[src/rtl/xw_pkg.sv]
package xw_pkg;
  localparam int unsigned WORD_W = 64;
  localparam int unsigned ORG_SH = 12;
  // entry field positions
  localparam int unsigned E_LEN_LO  = 0;
  localparam int unsigned E_TYPE_LO = 2;
  localparam int unsigned E_VALID   = 4;
  localparam int unsigned E_OFS_LO  = 6;
  localparam int unsigned E_PROT    = 9;
  localparam int unsigned E_FC      = 10;

  localparam logic [1:0] TYPE_REG = 2'b11;
  localparam logic [1:0] TYPE_SEG = 2'b10;
  localparam logic [1:0] LEN_FULL = 2'b11;

  localparam logic [1:0] ACC_READ = 2'd1;
  localparam logic [1:0] PERM_RW   = 2'b11;
  localparam logic [1:0] PERM_RO   = 2'b01;
  localparam logic [1:0] PERM_NONE = 2'b00;

  typedef enum logic [1:0] {LVL_REG, LVL_SEG, LVL_PAGE} lvl_e;
  typedef enum logic [2:0] {
    ERR_NONE  = 3'd0,
    ERR_RANGE = 3'd1,
    ERR_ENTRY = 3'd2,
    ERR_TLEN  = 3'd3,
    ERR_TTYPE = 3'd4,
    ERR_PROT  = 3'd5
  } err_e;
  typedef enum logic [1:0] {OUT_NEXT, OUT_DONE, OUT_STOP, OUT_FAULT} out_e;

  typedef struct packed {
    out_e              kind;
    err_e              err;
    logic              prot;
    logic [WORD_W-1:0] nto;
    logic [WORD_W-1:0] addr;
  } eval_t;
endpackage

[src/rtl/xw_range_chk.sv]
module xw_range_chk
  import xw_pkg::*;
(
  input  logic [WORD_W-1:0] iova_i,
  input  logic [WORD_W-1:0] base_i,
  input  logic [WORD_W-1:0] limit_i,
  output logic              oor_o
);
  assign oor_o = (iova_i < base_i) || (iova_i > limit_i);
endmodule

[src/rtl/xw_index_gen.sv]
module xw_index_gen
  import xw_pkg::*;
#(
  parameter int unsigned RX_W = 11,
  parameter int unsigned SX_W = 11,
  parameter int unsigned PX_W = 8,
  localparam int unsigned HI_W = RX_W + SX_W + PX_W
) (
  input  lvl_e              lvl_i,
  input  logic [WORD_W-1:0] origin_i,
  input  logic [HI_W-1:0]   iova_hi_i,
  output logic [WORD_W-1:0] addr_o
);
  logic [WORD_W-1:0] idx;

  always_comb begin
    case (lvl_i)
      LVL_REG: idx = WORD_W'(iova_hi_i[PX_W+SX_W +: RX_W]);
      LVL_SEG: idx = WORD_W'(iova_hi_i[PX_W +: SX_W]);
      default: idx = WORD_W'(iova_hi_i[0 +: PX_W]);
    endcase
  end

  assign addr_o = origin_i + (idx << 3);
endmodule

[src/rtl/xw_entry_eval.sv]
module xw_entry_eval
  import xw_pkg::*;
#(
  parameter int unsigned PAGE_SH = 12,
  parameter int unsigned SEG_SH  = 20
) (
  input  lvl_e              lvl_i,
  input  logic [WORD_W-1:0] entry_i,
  input  logic [SEG_SH-1:0] low_i,
  output eval_t             res_o
);
  logic type_ok;
  logic len_bad;

  always_comb begin
    case (lvl_i)
      LVL_REG: type_ok = entry_i[E_TYPE_LO +: 2] == TYPE_REG;
      LVL_SEG: type_ok = entry_i[E_TYPE_LO +: 2] == TYPE_SEG;
      default: type_ok = 1'b1;
    endcase
  end

  assign len_bad = (lvl_i == LVL_REG) &&
                   ((entry_i[E_LEN_LO +: 2] != LEN_FULL) || (entry_i[E_OFS_LO +: 2] != 2'b00));

  always_comb begin
    res_o      = '0;
    res_o.kind = OUT_NEXT;
    res_o.err  = ERR_NONE;
    res_o.prot = entry_i[E_PROT];
    res_o.nto  = {entry_i[WORD_W-1:ORG_SH], {ORG_SH{1'b0}}};
    if (entry_i == '0) begin
      res_o.kind = OUT_FAULT;
      res_o.err  = ERR_ENTRY;
    end else if (!entry_i[E_VALID]) begin
      res_o.kind = OUT_STOP;
    end else if (len_bad) begin
      res_o.kind = OUT_FAULT;
      res_o.err  = ERR_TLEN;
    end else if (!type_ok || (res_o.nto == '0)) begin
      res_o.kind = OUT_FAULT;
      res_o.err  = ERR_TTYPE;
    end else if (lvl_i == LVL_PAGE) begin
      res_o.kind = OUT_DONE;
      res_o.addr = {entry_i[WORD_W-1:PAGE_SH], low_i[PAGE_SH-1:0]};
    end else if ((lvl_i == LVL_SEG) && entry_i[E_FC]) begin
      res_o.kind = OUT_DONE;
      res_o.addr = {entry_i[WORD_W-1:SEG_SH], low_i};
    end
  end
endmodule

[src/rtl/xw_access_chk.sv]
module xw_access_chk
  import xw_pkg::*;
(
  input  logic [1:0] acc_i,
  input  logic [1:0] perm_i,
  output logic       viol_o
);
  assign viol_o = ((acc_i == ACC_READ) && !perm_i[0]) || (acc_i[1] && !perm_i[1]);
endmodule

[src/rtl/dma_xlate_walker.sv]
module dma_xlate_walker
  import xw_pkg::*;
#(
  parameter int unsigned RX_W    = 11,
  parameter int unsigned SX_W    = 11,
  parameter int unsigned PX_W    = 8,
  parameter int unsigned PAGE_SH = 12,
  localparam int unsigned SEG_SH = PAGE_SH + PX_W,
  localparam int unsigned REG_SH = SEG_SH + SX_W,
  localparam int unsigned IOVA_W = REG_SH + RX_W,
  localparam int unsigned LEN_W  = $clog2(WORD_W)
) (
  input  logic              clk_i,
  input  logic              rst_ni,
  input  logic              req_valid_i,
  output logic              req_ready_o,
  input  logic [WORD_W-1:0] req_iova_i,
  input  logic [WORD_W-1:0] req_origin_i,
  input  logic [1:0]        req_acc_i,
  input  logic [WORD_W-1:0] win_base_i,
  input  logic [WORD_W-1:0] win_limit_i,
  output logic              mem_req_o,
  output logic [WORD_W-1:0] mem_addr_o,
  input  logic              mem_rvalid_i,
  input  logic [WORD_W-1:0] mem_rdata_i,
  output logic              rsp_valid_o,
  output logic [WORD_W-1:0] rsp_addr_o,
  output logic [LEN_W-1:0]  rsp_len_o,
  output logic [1:0]        rsp_perm_o,
  output logic [2:0]        rsp_err_o
);
  typedef enum logic [1:0] {S_IDLE, S_ISSUE, S_WAIT, S_RESP} state_e;

  state_e            state_q;
  lvl_e              lvl_q;
  logic [IOVA_W-1:0] iova_q;
  logic [1:0]        acc_q;
  logic [WORD_W-1:0] org_q;
  logic [1:0]        perm_q;
  err_e              err_q;
  logic [WORD_W-1:0] addr_q;
  logic [LEN_W-1:0]  len_q;

  logic              oor;
  eval_t             ev;
  logic [1:0]        perm_nx;
  logic [1:0]        perm_fin;
  logic              acc_viol;
  logic [LEN_W-1:0]  lvl_len;

  xw_range_chk u_range (
    .iova_i (req_iova_i),
    .base_i (win_base_i),
    .limit_i(win_limit_i),
    .oor_o  (oor)
  );

  xw_index_gen #(.RX_W(RX_W), .SX_W(SX_W), .PX_W(PX_W)) u_index (
    .lvl_i    (lvl_q),
    .origin_i (org_q),
    .iova_hi_i(iova_q[IOVA_W-1:PAGE_SH]),
    .addr_o   (mem_addr_o)
  );

  xw_entry_eval #(.PAGE_SH(PAGE_SH), .SEG_SH(SEG_SH)) u_eval (
    .lvl_i  (lvl_q),
    .entry_i(mem_rdata_i),
    .low_i  (iova_q[SEG_SH-1:0]),
    .res_o  (ev)
  );

  assign perm_nx  = perm_q & (ev.prot ? PERM_RO : PERM_RW);
  assign perm_fin = (ev.kind == OUT_STOP) ? PERM_NONE : perm_nx;

  xw_access_chk u_access (
    .acc_i (acc_q),
    .perm_i(perm_fin),
    .viol_o(acc_viol)
  );

  always_comb begin
    case (lvl_q)
      LVL_REG: lvl_len = LEN_W'(REG_SH);
      LVL_SEG: lvl_len = LEN_W'(SEG_SH);
      default: lvl_len = LEN_W'(PAGE_SH);
    endcase
  end

  always_ff @(posedge clk_i or negedge rst_ni) begin
    if (!rst_ni) begin
      state_q <= S_IDLE;
      lvl_q   <= LVL_REG;
      iova_q  <= '0;
      acc_q   <= '0;
      org_q   <= '0;
      perm_q  <= PERM_NONE;
      err_q   <= ERR_NONE;
      addr_q  <= '0;
      len_q   <= '0;
    end else begin
      case (state_q)
        S_IDLE: if (req_valid_i) begin
          iova_q <= req_iova_i[IOVA_W-1:0];
          acc_q  <= req_acc_i;
          lvl_q  <= LVL_REG;
          org_q  <= {req_origin_i[WORD_W-1:ORG_SH], {ORG_SH{1'b0}}};
          addr_q <= '0;
          len_q  <= '0;
          if (oor) begin
            err_q   <= ERR_RANGE;
            perm_q  <= PERM_NONE;
            state_q <= S_RESP;
          end else begin
            err_q   <= ERR_NONE;
            perm_q  <= req_origin_i[E_PROT] ? PERM_RO : PERM_RW;
            state_q <= S_ISSUE;
          end
        end
        S_ISSUE: state_q <= S_WAIT;
        S_WAIT: if (mem_rvalid_i) begin
          len_q <= lvl_len;
          case (ev.kind)
            OUT_FAULT: begin
              err_q   <= ev.err;
              perm_q  <= PERM_NONE;
              state_q <= S_RESP;
            end
            OUT_STOP: begin
              perm_q  <= PERM_NONE;
              err_q   <= acc_viol ? ERR_PROT : ERR_NONE;
              state_q <= S_RESP;
            end
            OUT_DONE: begin
              perm_q  <= perm_nx;
              addr_q  <= ev.addr;
              err_q   <= acc_viol ? ERR_PROT : ERR_NONE;
              state_q <= S_RESP;
            end
            default: begin
              perm_q  <= perm_nx;
              org_q   <= ev.nto;
              lvl_q   <= lvl_e'(lvl_q + 2'd1);
              state_q <= S_ISSUE;
            end
          endcase
        end
        default: state_q <= S_IDLE;
      endcase
    end
  end

  assign req_ready_o = (state_q == S_IDLE);
  assign mem_req_o   = (state_q == S_ISSUE);
  assign rsp_valid_o = (state_q == S_RESP);
  assign rsp_addr_o  = addr_q;
  assign rsp_len_o   = len_q;
  assign rsp_perm_o  = perm_q;
  assign rsp_err_o   = err_q;
endmodule

[config.mk]
export PLATFORM = sky130hd
export DESIGN_NAME = dma_xlate_walker
export DESIGN_NICKNAME = d
export VERILOG_FILES = /design/src/rtl/xw_pkg.sv /design/src/rtl/xw_range_chk.sv /design/src/rtl/xw_index_gen.sv /design/src/rtl/xw_entry_eval.sv /design/src/rtl/xw_access_chk.sv /design/src/rtl/dma_xlate_walker.sv
export SDC_FILE = /design/constraint.sdc
export NUM_CORES = 1
export LEC_CHECK = 0
export BUFFER_PORTS_ARGS = -buffer_cell sky130_fd_sc_hd__buf_4
export CORE_AREA = 3 3 181 183
export CTS_CLUSTER_DIAMETER = 30
export DETAILED_ROUTE_END_ITERATION = 8
export DIE_AREA = 0 0 184 186
export GPL_TIMING_DRIVEN = 0
export HOLD_SLACK_MARGIN = 0.08
export PLACE_DENSITY = 0.64
export REMOVE_ABC_BUFFERS = 1
export SYNTH_ARGS = -nofsm -noshare
export SYNTH_HDL_FRONTEND = slang
export SYNTH_SLANG_ARGS = --single-unit
[constraint.sdc]
create_clock -name clk_i -period 5.1 [get_ports clk_i]
set_input_delay 1.02 -clock clk_i [delete_from_list [all_inputs] [get_ports clk_i]]
set_output_delay 1.02 -clock clk_i [all_outputs]
set_load 0.01 [all_outputs]
# Yosys cells after proc, flatten, opt, wreduce, memory -nomap -nowiden
# Index checks and enable logic that the tools add are counted.
op_classes:
  n_addsub: 2
  multipliers: 0
  n_div: 0
  magnitude_cmp: 2
  n_eq_ne: 17
  shifts: 0
  muxes: 51
  bitwise: 1
  reduce_logical: 26
op_table:
  columns: ["cell", "count"]
  rows:
  - ["64-bit 2-to-1 mux", 12]
  - ["64-bit one-hot mux with 2 select lines", 2]
  - ["64-bit by 14-bit adder with 64-bit output", 1]
  - ["64-bit greater-than comparator", 1]
  - ["64-bit zero test", 1]
  - ["64-bit less-than comparator", 1]
  - ["52-bit zero test", 1]
  - ["2-bit 2-to-1 mux", 16]
  - ["11-bit one-hot mux with 2 select lines", 1]
  - ["3-bit 2-to-1 mux", 5]
  - ["2-bit equality test, second input constant", 7]
  - ["6-bit 2-to-1 mux", 2]
  - ["3-bit one-hot mux with 2 select lines", 2]
  - ["6-bit one-hot mux with 2 select lines", 1]
  - ["4-bit AND reduction", 3]
  - ["5-bit 2-to-1 mux", 2]
  - ["5-bit one-hot mux with 2 select lines", 1]
  - ["2-bit by 1-bit equality test with 1-bit output, second input constant", 4]
  - ["2-bit inequality test, second input constant", 4]
  - ["2-bit one-hot mux with 2 select lines", 2]
  - ["2-bit one-hot mux with 3 select lines", 1]
  - ["1-bit logical AND", 4]
  - ["2-bit zero test", 2]
  - ["1-bit logical OR", 4]
  - ["other kinds (12)", 19]
word_totals:
  regBits: 187
  latchBits: 0
  ramBits: 0
  mem_bits_ro: 0
  out_inout_bits: 142
  elab_cells: 108
  mem_count: 0

# Logic depth before layout (Yosys ltp)
logic_depth:
  word_depth: 17
  mapped_depth: 14

# Cells and area by module
# From an unflattened synthesis, not the netlist that was laid out.
hier_totals:
  cells_unflattened: 1451
  area_unflattened_um2: 14054.7
modules_own_cells:
  columns: ["mod", "instances", "cells_each", "area_per_inst_um2", "seq_area_each_um2"]
  rows:
  - ["dma_xlate_walker", 1, 518, 7699.9, 4629.4]
  - ["xw_range_chk", 1, 451, 3175.5, 0.0]
  - ["xw_index_gen", 1, 281, 1860.5, 0.0]
  - ["xw_entry_eval", 1, 199, 1302.5, 0.0]
  - ["xw_access_chk", 1, 2, 16.3, 0.0]

# Least setup slack after synthesis
# Ideal clock, no wire load.
synth_path:
  kind: "reg-to-output"
  from: "register lvl_q[0]"
  to: "output mem_addr_o[56]"
  arrival_ns: 3.277
  slack_ns: 0.803
  path_stages_with_launch: 15
  path_cell_list: "dfrtp_1 inv_1 ha_1 clkbuf_1 a22o_1 ha_1 inv_1 fa_1 nor4_2 and3_1 buf_2 and3_1 buf_2 nand3_1 xnor2_1"
synth_between:
  elab_chain_cells: 3
  word_cells_on_any_way: 4
synth_lines:
  columns: ["element", "line_no", "text"]
  rows:
  - ["start: declaration", "dma_xlate_walker.sv:35", "lvl_e lvl_q;"]
  - ["start signal: assignment", "dma_xlate_walker.sv:142", "lvl_q <= lvl_e'(lvl_q + 2'd1);"]
  - ["2-bit by 1-bit equality test with 1-bit output or 2-bit zero test (tied branches)", "xw_index_gen.sv:17", "case (lvl_i)"]
  - ["11-bit one-hot mux with 2 select lines *", "xw_index_gen.sv:17", null]
  - ["64-bit by 14-bit adder with 64-bit output *", "xw_index_gen.sv:24", "assign addr_o = origin_i + (idx << 3);"]
  - ["end: declaration", "dma_xlate_walker.sv:23", "output logic [WORD_W-1:0] mem_addr_o,"]
# Mark *: on every way between the ends. The rest lies on a longest branch, timed or not.

# Worst setup path in the final report
layout_path:
  from: "register lvl_q[1]"
  to: "output mem_addr_o[56]"
# Same word-level chain as after synthesis.

==> qor.yml <==
status: "finished clean"
maxCapViolCount: 0
synth_cells: 1326
drcViolationCount: 0
area_growth_pct: 38.47
crit_required_ns: 4.08
startpoint_type: "flip-flop"
grt_pass1_vias: 11390
coreArea_um2: 31390
multi_input_area_um2: 6232
period_share_pct: 94.59
relSlewSlack_pct: 18.18
finalHoldViolations: 0
critical_path.cell_chain: "inv_1, ha_4, a22o_1, ha_1, inv_1, fa_1, nor4_4, and3_1, and3_2, nand3_1, xnor2_1, buf_4"
start_util_pct: 36.76
drive_above_1_share_pct: 28.89
synth_seq_cells: 173
cp_slowest_cell: "fa_1"
port-buffer-count: 452
worstSetupEndpointType: "primary output"
min_period_ns: 4.824
antenna_left: 0
fp.dieW_um: 184
hp-class: "flip-flop to flip-flop"
first_iter_violations: 642
final_area_um2: 15980
worstPathArrival_ns: 3.80
clkSinkCount: 173
io_pins: 468
worstSkewPairLatency_ns: 0.44
final_cell_mix: "buf_4 (458), nand2_1 (210), inv_1 (191)"
dpl_cell_area_um2: 15300
path_clk_slew_ns: 0.06
async_flop_share_pct: 100.0
crit_path_max_fanout: 17
gp_congestion: 0.9141
fin_worst_skew_ns: 0.01124
viasPerCell: 5.231
drv_slew: 0
yosysUniqueCellTypes: 59
grt_usage_pct: 24.51
synth_ff_type: "dfrtp_1"
n_fill_cell: 3053
cpMostUsedCell: "inv_1"
cts_hold_buffers: 0
setup_viol_count_final: 0
fmax_ghz: 0.2073
vdd_ir_drop_max_v: 0.0002193
avgRoutedWirePerCell_um: 20.00
firstDrtPassIters: 5
rsz0062_at_grt: "no"
dp_hpwl_mm: 35.23
powerDensity_nw_per_um2: 416.4
mostFrequentLayoutCell: "buf_4"
die_area_um2: 34220
diodes: 0
p_leak_nw: 8.491
antenna_found_initial: 0
htree_levels: 4
final_util_pct: 50.90
grt_pass1_wl_mm: 64.25
worst_path_largest_cell_delay_ns: 0.48
yosysSeqAreaShare_pct: 37.52
cts_buffer_depth: 2
synth_edf_count: 0
ys_warn_count: 0
syn_area_per_cell_um2: 8.702
total_power_w: 0.006653
synth_area_um2: 11540
cts_tree: "done"
routed_wirelength_mm: 43.42
worst_pin_slew_ns: 1.216
routed-via-count: 11360
critPathKind: "flip-flop to primary output"
std_cell_rows: 65
cts_root_buf: "clkbuf_16"
grt_overflow: 0
fin_nets: 2217
cts_inserted_buffers: 17
die_y_um: 186
seq_area_um2: 4329
grt_max_degree: 113
[flip-flops by register name, summed over array words and instances, names as in the netlist]
signal and flops:
rsp_addr_o 64, org_q 52, iova_q 42, rsp_len_o 4, rsp_err_o 3, acc_q 2
lvl_q 2, rsp_perm_o 2, state_q 2
[report_power, final]
group	switching, W	internal [W]	leakage, nW
logic	0.00179	0.00133	6.03
clock network	0.000578	0.000822	0.294
registers	0.000345	0.00179	2.17
[cell usage after synthesis, types with 2 or more instances]
cell	instances	area (um^2)
a22o_1	60	525.5
a31oi_1	3	18.77
o21ai_0	24	120.1
or3_1	4	25.02
mux2i_1	2	20.02
a21o_1	8	60.06
dfrtp_1	173	4329
a211oi_1	3	22.52
a2111oi_0	2	17.52
clkbuf_1	20	75.07
o311ai_0	2	17.52
nand4_1	28	175.2
nand2_1	211	792.0
and3_1	14	87.58
nor2b_1	6	37.54
inv_1	191	716.9
a221oi_1	3	26.28
and4_1	8	70.07
o22ai_1	57	356.6
nand2b_1	6	37.54
nor4_1	22	137.6
o31ai_1	15	112.6
buf_1	2	7.510
a22oi_1	19	142.6
a21oi_1	102	510.5
and2_1	8	50.05
o211ai_1	2	15.01
o21a_1	4	30.03
nor3_1	14	70.07
nand3_1	34	170.2
buf_4	7	52.55
buf_2	16	80.08
nor2_1	33	123.9
xnor2_1	50	437.9
o31a_1	2	17.52
a21boi_0	5	37.54
nor4b_1	2	17.52
ha_1	133	1664
buf_6	11	123.9
[logic make-up after synthesis]
kind of cell | count (synthesis) | synth area share [%]
and+or+nand+nor | 397 | 16.19
AOI/OAI and AO/OA | 322 | 18.54
buffers and inverters | 247 | 9.152
DFF | 173 | 37.52
adders and majority gates | 134 | 14.60
xor gates and xnor gates | 50 | 3.795
muxes | 2 | 0.1735
other | 1 | 0.03250
[what timing repair did]
item	4_1_cts	5_1_grt
setup buffers	1	0
resized for setup	5	4
setup endpoints to repair	33	19
gates cloned	0	0
pin swaps	1	0
[final timing paths]
path | depth (start not counted) | start | end | slack (ns)
setup reg to reg | 11 | lvl_q[1] | rsp_addr_o[41] | 2.01
hold reg to reg | 2 | iova_q[7] | iova_q[7] | 0.47
min in group asynchronous | 1 | rst_ni | rsp_addr_o[59] | 0.51
max in group asynchronous | 2 | rst_ni | org_q[36] | 3.61
hold / removal | 2 | iova_q[7] | iova_q[7] | 0.47
setup / recovery | 12 | lvl_q[1] | mem_addr_o[56] | 0.28
[metrics by stage]
stage | instances | hold WS, ns | worst slack [ns] | setup TNS, ns
2_1_floorplan | 1273 | 0.4460 | -1.507 | -84.41
3_3_place_gp | 2127 | 0.4580 | -6.041 | -355.39
3_5_place_dp | 2139 | 0.4635 | -0.3552 | -3.431
4_1_cts | 2171 | 0.4790 | 0.01541 | 0
5_1_grt | 2171 | 0.4872 | 0.05100 | 0
6_report | 2171 | 0.4745 | 0.2761 | 0
[layer usage]
metal  GRT usage (%)  routed length, um
met3           5.765               3395
met2           43.10              21390
met4           9.132               1414
met1           29.22              17220
met5               0                  0
[final cells by class]
type	instances	share of cell area, %
inverter	191	4.487
sequential	173	27.09
multi-input combinational	909	39.01
timing repair buffer	465	22.40
tap	402	3.148
clock inverter	13	1.175
clock buffer	18	2.686
[critical path: cells and delay by family (launching register included)]
| kind | cells | cell delay (ns) |
|---|---|---|
| DFF | 1 | 0.42 |
| and+or+nand+nor | 4 | 1.07 |
| buffers and inverters | 3 | 0.40 |
| xor gates and xnor gates | 1 | 0.21 |
| adders and majority gates | 3 | 1.00 |
| AOI/OAI and AO/OA | 1 | 0.26 |
(Power assumes the default switching activity.)
